[config.mk]
export PLATFORM = sky130hd
export DESIGN_NAME = cplx_frac_mul
export DESIGN_NICKNAME = d
export VERILOG_FILES = /design/src/rtl/cfm_pkg.sv /design/src/rtl/cfm_partial.sv /design/src/rtl/cfm_combine.sv /design/src/rtl/cplx_frac_mul.sv
export SDC_FILE = /design/constraint.sdc
export NUM_CORES = 2
export LEC_CHECK = 0
export ABC_AREA = 1
export BUFFER_PORTS_ARGS = -buffer_cell sky130_fd_sc_hd__buf_2
export CORE_UTILIZATION = 62
export CTS_CLUSTER_DIAMETER = 100
export CTS_CLUSTER_SIZE = 10
export DETAILED_ROUTE_END_ITERATION = 6
export MAX_ROUTING_LAYER = met4
export PLACE_DENSITY = 0.79
export SLEW_MARGIN = 40
export SYNTH_ARGS = -nofsm -noshare
export SYNTH_HDL_FRONTEND = slang
export SYNTH_SLANG_ARGS = --single-unit
export TNS_END_PERCENT = 1
[constraint.sdc]
create_clock -name clk -period 11.3 [get_ports clk]
set_input_delay 1.13 -clock clk [delete_from_list [all_inputs] [get_ports clk]]
set_output_delay 1.13 -clock clk [all_outputs]
set_load 0.02 [all_outputs]
[src/rtl/cfm_pkg.sv]
package cfm_pkg;
  // Operation selected for one adder/subtractor
  typedef enum logic {
    CMB_ADD = 1'b0,
    CMB_SUB = 1'b1
  } cmb_op_e;
endpackage

[src/rtl/cfm_partial.sv]
// One signed fractional cross product, realigned to Q1.(2W-1), with the
// -1 * -1 overflow clamped to the largest positive value.
module cfm_partial #(
  parameter int W = 16
) (
  input  logic [W-1:0]   op_x,
  input  logic [W-1:0]   op_y,
  output logic [2*W-1:0] prod
);
  localparam int PW = 2 * W;
  localparam logic [PW-1:0] POS_MAX = {1'b0, {(PW-1){1'b1}}};

  logic signed [PW-1:0] raw;
  logic                 trap;

  always_comb begin
    raw  = $signed({{W{op_x[W-1]}}, op_x}) * $signed({{W{op_y[W-1]}}, op_y});
    // Only (-1)*(-1) yields a raw product whose two top bits disagree
    trap = raw[PW-1] ^ raw[PW-2];
    prod = trap ? POS_MAX : {raw[PW-2:0], 1'b0};
  end
endmodule

[src/rtl/cfm_combine.sv]
// Saturating adder/subtractor for two Q1.(W-1) values.
module cfm_combine
  import cfm_pkg::*;
#(
  parameter int W = 32
) (
  input  logic [W-1:0] in_x,
  input  logic [W-1:0] in_y,
  input  cmb_op_e      op,
  output logic [W-1:0] res
);
  localparam logic [W-1:0] POS_MAX = {1'b0, {(W-1){1'b1}}};
  localparam logic [W-1:0] NEG_MIN = {1'b1, {(W-1){1'b0}}};

  logic [W:0] wide;

  always_comb begin
    if (op == CMB_SUB) wide = {in_x[W-1], in_x} - {in_y[W-1], in_y};
    else               wide = {in_x[W-1], in_x} + {in_y[W-1], in_y};
    if (wide[W] != wide[W-1]) res = wide[W] ? NEG_MIN : POS_MAX;
    else                      res = wide[W-1:0];
  end
endmodule

[src/rtl/cplx_frac_mul.sv]
module cplx_frac_mul
  import cfm_pkg::*;
#(
  parameter int DATA_W = 16
) (
  input  logic                  clk,
  input  logic                  rst_n,
  input  logic                  in_valid,
  input  logic                  conj_b,
  input  logic [DATA_W-1:0]     a_re,
  input  logic [DATA_W-1:0]     a_im,
  input  logic [DATA_W-1:0]     b_re,
  input  logic [DATA_W-1:0]     b_im,
  output logic                  out_valid,
  output logic [2*DATA_W-1:0]   prod_re,
  output logic [2*DATA_W-1:0]   prod_im,
  output logic                  grow
);
  localparam int PW    = 2 * DATA_W;
  localparam int N_MUL = 4;

  // Stage 1: operand registers
  logic              s1_valid;
  logic              s1_conj;
  logic [DATA_W-1:0] s1_ar, s1_ai, s1_br, s1_bi;

  always_ff @(posedge clk or negedge rst_n) begin
    if (!rst_n) s1_valid <= 1'b0;
    else        s1_valid <= in_valid;
  end

  always_ff @(posedge clk) begin
    if (in_valid) begin
      s1_conj <= conj_b;
      s1_ar   <= a_re;
      s1_ai   <= a_im;
      s1_br   <= b_re;
      s1_bi   <= b_im;
    end
  end

  // Cross products: 0 ar*br, 1 ai*bi, 2 ar*bi, 3 ai*br
  logic [DATA_W-1:0] mul_x [N_MUL];
  logic [DATA_W-1:0] mul_y [N_MUL];
  logic [PW-1:0]     pp    [N_MUL];

  always_comb begin
    mul_x[0] = s1_ar;  mul_y[0] = s1_br;
    mul_x[1] = s1_ai;  mul_y[1] = s1_bi;
    mul_x[2] = s1_ar;  mul_y[2] = s1_bi;
    mul_x[3] = s1_ai;  mul_y[3] = s1_br;
  end

  for (genvar g = 0; g < N_MUL; g++) begin : g_mul
    cfm_partial #(.W(DATA_W)) i_partial (
      .op_x (mul_x[g]),
      .op_y (mul_y[g]),
      .prod (pp[g])
    );
  end

  // Combiners: conjugation flips both operations
  cmb_op_e       re_op, im_op;
  logic [PW-1:0] re_d, im_d;
  logic          grow_d;

  always_comb begin
    re_op = s1_conj ? CMB_ADD : CMB_SUB;
    im_op = s1_conj ? CMB_SUB : CMB_ADD;
  end

  cfm_combine #(.W(PW)) i_comb_re (
    .in_x (pp[0]),
    .in_y (pp[1]),
    .op   (re_op),
    .res  (re_d)
  );

  cfm_combine #(.W(PW)) i_comb_im (
    .in_x (pp[3]),
    .in_y (pp[2]),
    .op   (im_op),
    .res  (im_d)
  );

  always_comb begin
    grow_d = (re_d[PW-1] ^ re_d[PW-2]) | (im_d[PW-1] ^ im_d[PW-2]);
  end

  // Stage 2: result registers
  always_ff @(posedge clk or negedge rst_n) begin
    if (!rst_n) out_valid <= 1'b0;
    else        out_valid <= s1_valid;
  end

  always_ff @(posedge clk) begin
    if (s1_valid) begin
      prod_re <= re_d;
      prod_im <= im_d;
      grow    <= grow_d;
    end
  end
endmodule

# Yosys cells after proc, flatten, opt, wreduce, memory -nomap -nowiden
# Cells that the tools add are included.
# totals
reg_bits	132
out_inout_bits	66
input_bits	68
elab_cells	38
# op_classes
n_mul	4
add_sub_neg	4
n_bitwise	7
n_mux	11
n_eq_ne	2
# op_table
op	n
32-bit 2-to-1 mux	8
16-bit by 16-bit multiplier with 32-bit output	4
32-bit by 32-bit adder with 33-bit output	2
33-bit 2-to-1 mux	2
32-bit by 32-bit subtractor with 33-bit output	2
1-bit bitwise XOR	6
1-bit inequality test	2
1-bit 2-to-1 mux	1
1-bit OR	1

# Longest topological paths before layout
# logic_depth
ltp_word	9
depth_mapped	61
mapped_depth_nobuf	58

# By module
# From an unflattened synthesis, not the netlist that was laid out.
# hier_totals
hier_cells	7659
hier_area_um2	55390.6
# by_module_without_submodules
mod	seq_area_each_um2	area_each_um2	n_inst	cells_per_inst
cfm_partial at g_mul[1].i_partial ...	0.0	11198.2	2	1568
cfm_partial at g_mul[3].i_partial	0.0	11227.0	1	1563
cfm_partial at g_mul[0].i_partial	0.0	11136.9	1	1538
cfm_combine	0.0	3320.7	2	641
cplx_frac_mul	3953.8	3988.8	1	140

# Worst setup path before layout
# OpenSTA, ideal clock, no wires.
# synth_timing
path_kind	reg-to-reg
start	register s1_ar[15]
end	register prod_im[27], data pin
path_stages_with_launch	53
slack_ns	1.265
required_ns	11.044
synth_period_minus_slack_ns	10.035
arrival_ns	9.779
n_path_buf	4
setup_time_ns	0.256
cell_sequence	edfxtp_1 clkbuf_1 nand2_1 inv_1 fa_1 fa_1 fa_1 fa_1 fa_1 inv_1 fa_1 inv_1 ha_1 nand2_1 inv_1 nand2_1 nand2_1 a21oi_1 [17 not listed] o21ai_0 xor2_1 ha_1 nand2_1 nand2_1 a31oi_1 nor2_1 nor4_1 nand3_1 nand2_1 inv_1 nand3_2 nand2_4 inv_2 nand2_4 buf_6 nand2_1 nand2_1
# synth_via
elab_chain_len	7
word_cells_on_any_way	9
cone_classes	2 x add/sub; 1 x mul; 1 x eq/ne; 4 x mux; 1 x bitwise
# synth_lines
item	line_no	text
from (decl)	cplx_frac_mul.sv:25	logic [DATA_W-1:0] s1_ar, s1_ai, s1_br, s1_bi;
from (signal assigned)	cplx_frac_mul.sv:35	s1_ar <= a_re;
16-bit by 16-bit multiplier with 32-bit output *	cfm_partial.sv:17	raw = $signed({{W{op_x[W-1]}}, op_x}) * $signed({{W{op_y[W-1]}}, op_y});
1-bit bitwise XOR	cfm_partial.sv:19	trap = raw[PW-1] ^ raw[PW-2];
32-bit 2-to-1 mux *	cfm_partial.sv:20	prod = trap ? POS_MAX : {raw[PW-2:0], 1'b0};
32-bit by 32-bit adder with 33-bit output or 32-bit by 32-bit subtractor with 33-bit output (tied branches)	cfm_combine.sv:19, cfm_combine.sv:18	
33-bit 2-to-1 mux *	cfm_combine.sv:18	if (op == CMB_SUB) wide = {in_x[W-1], in_x} - {in_y[W-1], in_y};
32-bit 2-to-1 mux or 1-bit inequality test (tied branches)	cfm_combine.sv:20	if (wide[W] != wide[W-1]) res = wide[W] ? NEG_MIN : POS_MAX;
32-bit 2-to-1 mux *	cfm_combine.sv:20	
via i_comb_im.res[27]	cfm_combine.sv:10	output logic [W-1:0] res
to (signal assigned)	cplx_frac_mul.sv:99	prod_im <= im_d;
to (decl)	cplx_frac_mul.sv:16	output logic [2*DATA_W-1:0] prod_im,
# The timed path passes the listed nets; every way through them passes the cells marked *.
# A chain may end at the register's enable or synchronous reset.

# Worst setup path in the final report
# layout_timing
start	register s1_bi[7]
end	register prod_re[10], data pin
# layout_via
elab_chain_len	7
word_cells_on_any_way	9
cone_classes	2 x add/sub; 1 x mul; 1 x eq/ne; 4 x mux; 1 x bitwise
# layout_lines
item	line_no	text
from (decl)	cplx_frac_mul.sv:25	
from (signal assigned)	cplx_frac_mul.sv:38	s1_bi <= b_im;
16-bit by 16-bit multiplier with 32-bit output *	cfm_partial.sv:17	
1-bit bitwise XOR	cfm_partial.sv:19	
32-bit 2-to-1 mux *	cfm_partial.sv:20	
32-bit by 32-bit subtractor with 33-bit output or 32-bit by 32-bit adder with 33-bit output (tied branches)	cfm_combine.sv:18, cfm_combine.sv:19	
33-bit 2-to-1 mux *	cfm_combine.sv:18	
32-bit 2-to-1 mux or 1-bit inequality test (tied branches)	cfm_combine.sv:20	
32-bit 2-to-1 mux *	cfm_combine.sv:20	
via i_comb_re.res[10]	cfm_combine.sv:10	
to (signal assigned)	cplx_frac_mul.sv:98	prod_re <= re_d;
to (decl)	cplx_frac_mul.sv:15	output logic [2*DATA_W-1:0] prod_re,
# Marks and branches as above.

==> results.sh <==
export IMPL_start_kind="flip-flop"
export IMPL_worst_slew_pin_transition_ps=925
export IMPL_regArea_sq_um=3960
export IMPL_drt_met1_wl_microns=55400
export IMPL_fillers=6916
export IMPL_r2r_start="s1_bi[7]"
export IMPL_yosysTopAreaCell="fa_1"
export IMPL_hold_buffers=0
export IMPL_fmax_mhz=92.3
export IMPL_crit_type="reg2reg"
export IMPL_remaining_drc_errors=2
export IMPL_synth_top_cells_by_count="1909 x inv_1, 1694 x nand2_1, 1050 x fa_1"
export IMPL_max_stage_delay_ps=700
export IMPL_yosys_area_top_type_share_pct=41.2
export IMPL_synth_area_leaders="fa_1 41%, inv_1 14%, nand2_1 12%"
export IMPL_grt_setup_unrepaired="yes"
export IMPL_synth_most_common_cell="inv_1"
export IMPL_synth_distinct_cells=55
export IMPL_syn_avg_cell_area_sq_um=7.75
export IMPL_synth_seq_cells=132
export IMPL_hold_path_class="in2async"
export IMPL_wirelength_microns=150000
export IMPL_cts_sinks=132
export IMPL_gp_congestion=1.02
export IMPL_slew_violations=0
export IMPL_violations="DRC"
export IMPL_slowest_stage="edfxtp_1"
export IMPL_cts_root_buf="clkbuf_16"
export IMPL_cp_common_cell="nand2_1"
export IMPL_pin_count=134
export IMPL_syn_num_nets=8099
export IMPL_drt_iter0_markers=3211
export IMPL_dr_total_vias=42300
export IMPL_grt_max_degree=51
export IMPL_multiInputGateArea_sq_um=39000
export IMPL_post_drt_wl_per_cell_microns=19.3
export IMPL_cts_buffers=17
export IMPL_cp_arrival_ps=11100
export IMPL_grt_pass1_wl_microns=240000
export IMPL_dieArea_sq_um=83500
export IMPL_crit_path_max_fanout=23
export IMPL_antenna_found_initial=2
export IMPL_drv_cap=0
export IMPL_drt_pass1_iter_count=7
export IMPL_cts_tree="yes"
export IMPL_core_area_sq_um=80900
export IMPL_synth_area_sq_um=51000
export IMPL_ys_flop_type="edfxtp_1"
export IMPL_syn_inst=6584
export IMPL_finClkSkew_ps=25.4
export IMPL_dp_hpwl_microns=126000
export IMPL_hold_viol_final=0
export IMPL_setup_viol=0
export IMPL_worstPathRequired_ps=11570
export IMPL_yosys_warnings=0
export IMPL_wl_met3_microns=13200
export IMPL_synth_edf_count=130
export IMPL_gr_total_overflow=0
export IMPL_grt_use_total_pct=39.2
export IMPL_cp_top_family="adder cells"
export IMPL_cts_path_max_buffers=2
export IMPL_outcome="finished, violations left"
export IMPL_tns_ps=0
export IMPL_ys_seq_area_share_pct=7.75
export IMPL_period_share_pct=95.8
export IMPL_grt_pass1_vias=44900
export IMPL_min_period_ps=10830
export IMPL_die_h_microns=289
export IMPL_detail_route_antenna_nets=0
export IMPL_top_layer="met4"
export IMPL_initial_core_util_pct=63.1
export IMPL_path_clk_slew_ps=70
export IMPL_relSlewSlack_pct=37.7
export IMPL_end_kind="flip-flop"
export IMPL_area_delta_synth_final_pct=6.57
export IMPL_io_buffers=133
export IMPL_startpoint="s1_bi[7]"
export IMPL_wl_met2_microns=71200
export IMPL_pre_cts_ws_ps=420
export IMPL_finalWorstSetupSlack_ps=471
export IMPL_die_w_microns=289
export IMPL_crit_buf_inv=11
export IMPL_fin_area_sq_um=54400
export IMPL_vias_per_cell=5.44
export IMPL_rows=104
export IMPL_cts_htree_levels=4
export IMPL_postSynth_asyncResetShare_pct=1.52
export IMPL_insertion_delay_ps=530
export IMPL_drive_gt1_share_pct=7.03
export IMPL_placed_cell_area_sq_um=53400
export IMPL_nets=8217
export IMPL_fin_util_pct=67.2
==> kinds of logic (layout without fill, tap and decap cells) <==
kind of cell    count (synthesis)  after routing  synth area share [%]
compound gates                415            415                  4.47
xor+xnor                      166            166                  2.85
fa+ha+maj                    1447           1447                  50.9
buf+inv                      2149           2280                  15.9
flops                         132            132                  7.75
other cells                     0              4                     0
simple gates                 2275           2275                  18.1
==> worst paths after layout <==
check | to | slack (ps) | cells after the start
max in group asynchronous | s1_valid | 10800 | 1
worst min-delay path | s1_valid | 390 | 1
worst max-delay path | prod_re[10] | 470 | 53
worst min register to register | prod_re[2] | 970 | 0
min in group clk | s1_ai[0] | 770 | 1
worst max register to register | prod_re[10] | 470 | 53
==> flip-flops by register name, summed over array words and instances, names as in the netlist <==
| name | flops |
|---|---|
| grow | 1 |
| out_valid | 1 |
| prod_im | 32 |
| prod_re | 32 |
| s1_ai | 16 |
| s1_ar | 16 |
| s1_bi | 16 |
| s1_br | 16 |
| s1_conj | 1 |
| s1_valid | 1 |
==> final cells by class <==
class / count / share of cell area (%)
flip-flops and latches: 132 / 7.27
repair buffers: 321 / 4.23
clock buffers: 17 / 0.782
diodes: 4 / 0.0184
clock inverters: 15 / 0.267
well taps: 1060 / 2.44
multi-input cells: 4303 / 71.7
inverters: 1927 / 13.3
==> worst register-to-register path, delay by kind of cell, from the launching register on <==
family	cells	cell delay [ps]
adder cells (fa/ha/maj)	9	4490
XOR/XNOR	2	280
AO/OA/AOI/OAI	6	1110
AND/OR/NAND/NOR	25	2860
flip-flops	1	700
buffers and inverters	11	1120
==> placed cells by master (no fill, tap or decap), types with 12 or more instances in the layout <==
cell and count:
edfxtp_1 130, nor2_2 17, buf_12 14, buf_6 12, clkbuf_16 17, o21ai_0 121
xor2_1 100, nand2_1 1694, ha_1 395, fa_1 1046, xnor2_1 65, nand4_1 33
or2_2 47, inv_1 1909, o21ai_1 21, inv_2 17, buf_2 132, a31oi_1 12
nor3_1 16, a21oi_1 193, buf_4 163, a21o_1 23, nor2_1 253, nand3_1 168
==> layer usage <==
| layer | track usage (%) | vias to the layer above |
|---|---|---|
| met5 | - | - |
| met4 | 22.5 | 0 |
| met3 | 7.02 | 518 |
| met2 | 63.3 | 1994 |
| met1 | 46.1 | 20600 |
| li1 | - | 19200 |
==> metrics by stage <==
step | instances | hold WS (ps)
2_1_floorplan | 6584 | 731
3_3_place_gp | 7698 | 915
3_5_place_dp | 7706 | 918
4_1_cts | 7738 | 372
5_1_grt | 7777 | 380
6_report | 7779 | 389
==> repair_timing <==
item                                    in CTS  in global routing
buffers inserted                             0                 36
endpoints found under the setup margin       0                 63
resized for setup                            0                 13
Power is left out: the tool's default activity adds up to more than one toggle a clock period on the data nets, which glitch-free logic cannot reach.
